## src/rtl/hz_pkg.sv

```systemverilog
package hz_pkg;

    typedef enum logic [1:0] {
        SRC_RF  = 2'b00,
        SRC_WB  = 2'b01,
        SRC_MEM = 2'b10
    } opnd_src_e;

    typedef struct packed {
        logic pc_en;
        logic ifid_en;
        logic bubble;
        logic flush;
    } pipe_ctl_t;

    localparam int NUM_OPND = 2;

endpackage

```

## src/rtl/hz_fwd_pick.sv

```systemverilog
module hz_fwd_pick
    import hz_pkg::*;
#(
    parameter int AW = 5
) (
    input  logic [AW-1:0] src,
    input  logic [AW-1:0] mem_dst,
    input  logic          mem_wr,
    input  logic [AW-1:0] wb_dst,
    input  logic          wb_wr,
    output opnd_src_e     pick
);

    localparam logic [AW-1:0] ZERO_REG = '0;

    logic mem_hit;
    logic wb_hit;

    always_comb begin
        mem_hit = mem_wr && (mem_dst != ZERO_REG) && (mem_dst == src);
        wb_hit  = wb_wr && (wb_dst != ZERO_REG) && (wb_dst == src);
        // the younger producer shadows the older one
        if (mem_hit) begin
            pick = SRC_MEM;
        end else if (wb_hit) begin
            pick = SRC_WB;
        end else begin
            pick = SRC_RF;
        end
    end

endmodule

```

## src/rtl/hz_load_use.sv

```systemverilog
module hz_load_use #(
    parameter int AW = 5
) (
    input  logic [AW-1:0] id_src_a,
    input  logic [AW-1:0] id_src_b,
    input  logic [AW-1:0] load_dst,
    input  logic          is_load,
    output logic          hazard
);

    logic hit_a;
    logic hit_b;

    always_comb begin
        hit_a  = (load_dst == id_src_a);
        hit_b  = (load_dst == id_src_b);
        hazard = is_load && (hit_a || hit_b);
    end

endmodule

```

## src/rtl/hz_ctrl_gate.sv

```systemverilog
module hz_ctrl_gate
    import hz_pkg::*;
(
    input  logic      hazard,
    input  logic      br_taken,
    output pipe_ctl_t ctl
);

    logic freeze;

    always_comb begin
        // a redirect discards the waiting instruction, so it releases the freeze
        freeze      = hazard && !br_taken;
        ctl.pc_en   = !freeze;
        ctl.ifid_en = !freeze;
        ctl.bubble  = hazard || br_taken;
        ctl.flush   = br_taken;
    end

endmodule

```

## src/rtl/hazard_unit.sv

```systemverilog
module hazard_unit
    import hz_pkg::*;
#(
    parameter int AW = 5
) (
    input  logic [AW-1:0] ex_src_a,
    input  logic [AW-1:0] ex_src_b,
    input  logic          ex_is_load,
    input  logic [AW-1:0] mem_dst,
    input  logic          mem_wr,
    input  logic [AW-1:0] wb_dst,
    input  logic          wb_wr,
    input  logic [AW-1:0] id_src_a,
    input  logic [AW-1:0] id_src_b,
    input  logic          br_taken,
    output logic [1:0]    sel_a,
    output logic [1:0]    sel_b,
    output logic          pc_en,
    output logic          ifid_en,
    output logic          bubble,
    output logic          ifid_flush
);

    logic [AW-1:0] ex_src [NUM_OPND];
    opnd_src_e     pick   [NUM_OPND];
    logic          hazard;
    pipe_ctl_t     ctl;

    assign ex_src[0] = ex_src_a;
    assign ex_src[1] = ex_src_b;

    for (genvar g = 0; g < NUM_OPND; g++) begin : g_opnd
        hz_fwd_pick #(.AW(AW)) i_pick (
            .src     (ex_src[g]),
            .mem_dst (mem_dst),
            .mem_wr  (mem_wr),
            .wb_dst  (wb_dst),
            .wb_wr   (wb_wr),
            .pick    (pick[g])
        );
    end

    hz_load_use #(.AW(AW)) i_load_use (
        .id_src_a (id_src_a),
        .id_src_b (id_src_b),
        .load_dst (ex_src_b),
        .is_load  (ex_is_load),
        .hazard   (hazard)
    );

    hz_ctrl_gate i_ctrl_gate (
        .hazard   (hazard),
        .br_taken (br_taken),
        .ctl      (ctl)
    );

    always_comb begin
        sel_a      = pick[0];
        sel_b      = pick[1];
        pc_en      = ctl.pc_en;
        ifid_en    = ctl.ifid_en;
        bubble     = ctl.bubble;
        ifid_flush = ctl.flush;
    end

endmodule

```

## config.mk

```make
export PLATFORM = sky130hd
export DESIGN_NAME = hazard_unit
export DESIGN_NICKNAME = d
export VERILOG_FILES = /design/src/rtl/hz_pkg.sv /design/src/rtl/hz_fwd_pick.sv /design/src/rtl/hz_load_use.sv /design/src/rtl/hz_ctrl_gate.sv /design/src/rtl/hazard_unit.sv
export SDC_FILE = /design/constraint.sdc
export NUM_CORES = 1
export LEC_CHECK = 0
export BUFFER_PORTS_ARGS = -buffer_cell sky130_fd_sc_hd__clkbuf_2
export CORE_MARGIN = 2
export CORE_UTILIZATION = 25
export DETAILED_ROUTE_END_ITERATION = 10
export GPL_ROUTABILITY_DRIVEN = 0
export RECOVER_POWER = 50
export SETUP_SLACK_MARGIN = 0.2
export SYNTH_ARGS = -nofsm -noshare
export SYNTH_HDL_FRONTEND = slang
export SYNTH_HIERARCHICAL = 1
export SYNTH_SLANG_ARGS = --single-unit
```

## constraint.sdc

```tcl
create_clock -name vclk -period 0.87
set_clock_uncertainty 0.05 [all_clocks]
set_input_delay 0.1305 -clock vclk [all_inputs]
set_output_delay 0.1305 -clock vclk [all_outputs]
set_load 0.01 [all_outputs]
```

==> run_results.csv <==
group,metric,value,unit
outcome,violations,"negative setup slack",
logic_synthesis,ys_seq_area_frac,0,
sta,hold_viol,0,
critical_path,critPathMaxStageDelay,350,ps
critical_path,crit_arrival,1020,ps
finish,seqCellArea,0,um^2
detailed_routing,drtAntennaViolNets,0,
global_route,grt_pass1_wl,2.14,mm
critical_path,crit_type,"in2out",
detailed_routing,vias,575,
sta,fin_crit_sh,1.38,
detailed_routing,drt_first_pass_iters,2,
detailed_routing,routed_wl,1.50,mm
logic_synthesis,synth-compound-area-share,0.161,
logic_synthesis,ys_warn_count,6,
die,die_h,46.9,um
logic_synthesis,netlist_area,459,um^2
logic_synthesis,syn_inst,61,
finish,fin_util,0.566,
finish,most-common-layout-cells,"clkbuf_2, xnor2_1, xnor2_2",
critical_path,end_kind,"output port",
finish,syn2layout_area_growth,113,%
global_route,grt_use_total,0.130,
die,fp.dieArea,2200,um^2
detailed_routing,wl_per_cell,11.9,um
pwr,ir_worst_vdd,0.249,mV
die,num_rows,15,
logic_synthesis,synthXorXnorAreaFrac,0.496,
finish,layout_commonest_cell,"clkbuf_2",
run,cap_violations,0,
sta,setup_viol,7,
finish,seq_cells,0,
sta,rsz0062_at_grt,"yes",
critical_path,path_max_fanout,4,
critical_path,worstSetupStartpointType,"input pin",
sta,post-route-min-period,1200,ps
pwr,swShare,0.420,
logic_synthesis,synth_mux_area_frac,0,
pwr,comb_power_share,1.000,
sta,max_freq,830,MHz
pwr,power.leakage,0.420,nW
logic_synthesis,synthAdderAreaFrac,0,
placed_design,portBuffers,42,
global_route,grt_start_max_net_pins,7,
pwr,power.total,0.000466,W
die,ios,42,
critical_path,crit_required,690,ps
finish,instances_no_fill,126,
sta,fin_tns_setup,-1920,ps
logic_synthesis,synth_top_cell_area_share,0.381,
critical_path,cp_top_family,"compound AO/OA/AOI/OAI gates",
pwr,powerDensity,477,nW/um^2
sta,drv_slew,0,
logic_synthesis,synth_top_family_by_area,"XOR/XNOR gates",
outcome,outcome,"finished with violations",
logic_synthesis,yosys-top-cells-area,"xnor2_1, xor2_1, o41ai_2",
detailed_routing,routed_via_density,4.56,
global_route,antenna_found_initial,0,
die,die_x,46.9,um
die,start_util,0.266,
logic_synthesis,syn_nets,95,
critical_path,path_buf_inv,2,
detailed_routing,drc_errors,0,
placed_design,place_inst,126,
logic_synthesis,postSynthAreaPerCell,7.53,um^2
finish,num_antenna_cells,0,
pwr,p_int,0.000270,W
critical_path,path_cells,"clkbuf_16 -> o41ai_4 -> a211oi_2 -> nor3_2 -> buf_2",
pwr,p_clk_frac,0,
die,core_area,1730,um^2
global_route,grt_pass1_vias,515,
sta,slew_headroom,0.824,
logic_synthesis,yosysTopAreaCell,"xnor2_1",
finish,num-nets-final,137,
logic_synthesis,yosysUniqueCellTypes,16,
finish,drive_gt1_frac,0.653,
logic_synthesis,yosys.area_share.simple,0.278,
global_route,grt_overflow,0,
detailed_routing,drt_iter0_markers,2,
pwr,net-switching-power,0.000196,W
sta,tightest_slew,263,ps
critical_path,slowest_stage,"o41ai_4",
pwr,seqPwrFrac,0,
finish,clkbuf_count,0,
min_path,worstHoldPathType,"in2out",
sta,worst_slack,-334,ps
-- power by group through the flow --
stage          Sequential (W)  Combinational, W  Clock [W]
3_5_place_dp                0          0.000352          0
4_1_cts                     0          0.000431          0
3_3_place_gp                0          0.000347          0
2_1_floorplan               0          0.000179          0
5_1_grt                     0          0.000500          0
6_report                    0          0.000466          0
-- metal layers --
metal / up-vias / wire length, um / GRT usage / part of all wire
li1: 291 / - / - / -
met1: 266 / 595 / 0.169 / 0.40
met2: 18 / 833 / 0.255 / 0.56
met3: 0 / 68 / 0 / 0.045
met4: 0 / 0 / 0 / 0
met5: - / 0 / 0 / 0
-- cell type report --
class | count | area (um^2)
tap | 25 | 31.3
timing repair buffer | 44 | 374
fill | 162 | 749
multi-input combinational | 57 | 572
-- per-stage QoR --
| step | worst slack, ps | cell area, um^2 | hold slack [ps] |
|---|---|---|---|
| floorplan | -108 | 519 | 303 |
| global placement | -384 | 746 | 416 |
| detailed placement | -424 | 746 | 422 |
| CTS | -348 | 912 | 421 |
| global route | -411 | 977 | 440 |
| finish | -334 | 977 | 417 |
-- logic make-up after synthesis --
logic type,after synthesis
AO/OA/AOI/OAI,7
AND/OR/NAND/NOR,24
buffers and inverters,4
XOR/XNOR,26
-- worst paths after layout --
path,startpoint,endpoint,slack (ps),depth (start not counted)
hold / removal,br_taken,ifid_flush,420,2
setup / recovery,mem_dst[3],sel_b[0],-330,5
-- synthesized netlist by cell type --
cell type / instances
a211oi_2: 2
nor4_1: 2
nand3_1: 4
a21oi_1: 2
o22ai_1: 1
buf_4: 4
nor3_1: 4
o41ai_2: 2
nor2_1: 2
nor3_2: 2
xnor2_1: 20
nand2_1: 6
or2_1: 1
xor2_1: 6
nand4_1: 2
nand2b_1: 1
-- timing repair --
action / 4_1_cts / 5_1_grt
buffers inserted: 0 / 0
setup endpoints to repair: 7 / 7
resized for setup: 28 / 21
hold buffers: 0 / 0
pin swaps: 16 / 8
gates cloned: 0 / 0
No activity file was read; power rests on OpenSTA's default activity.
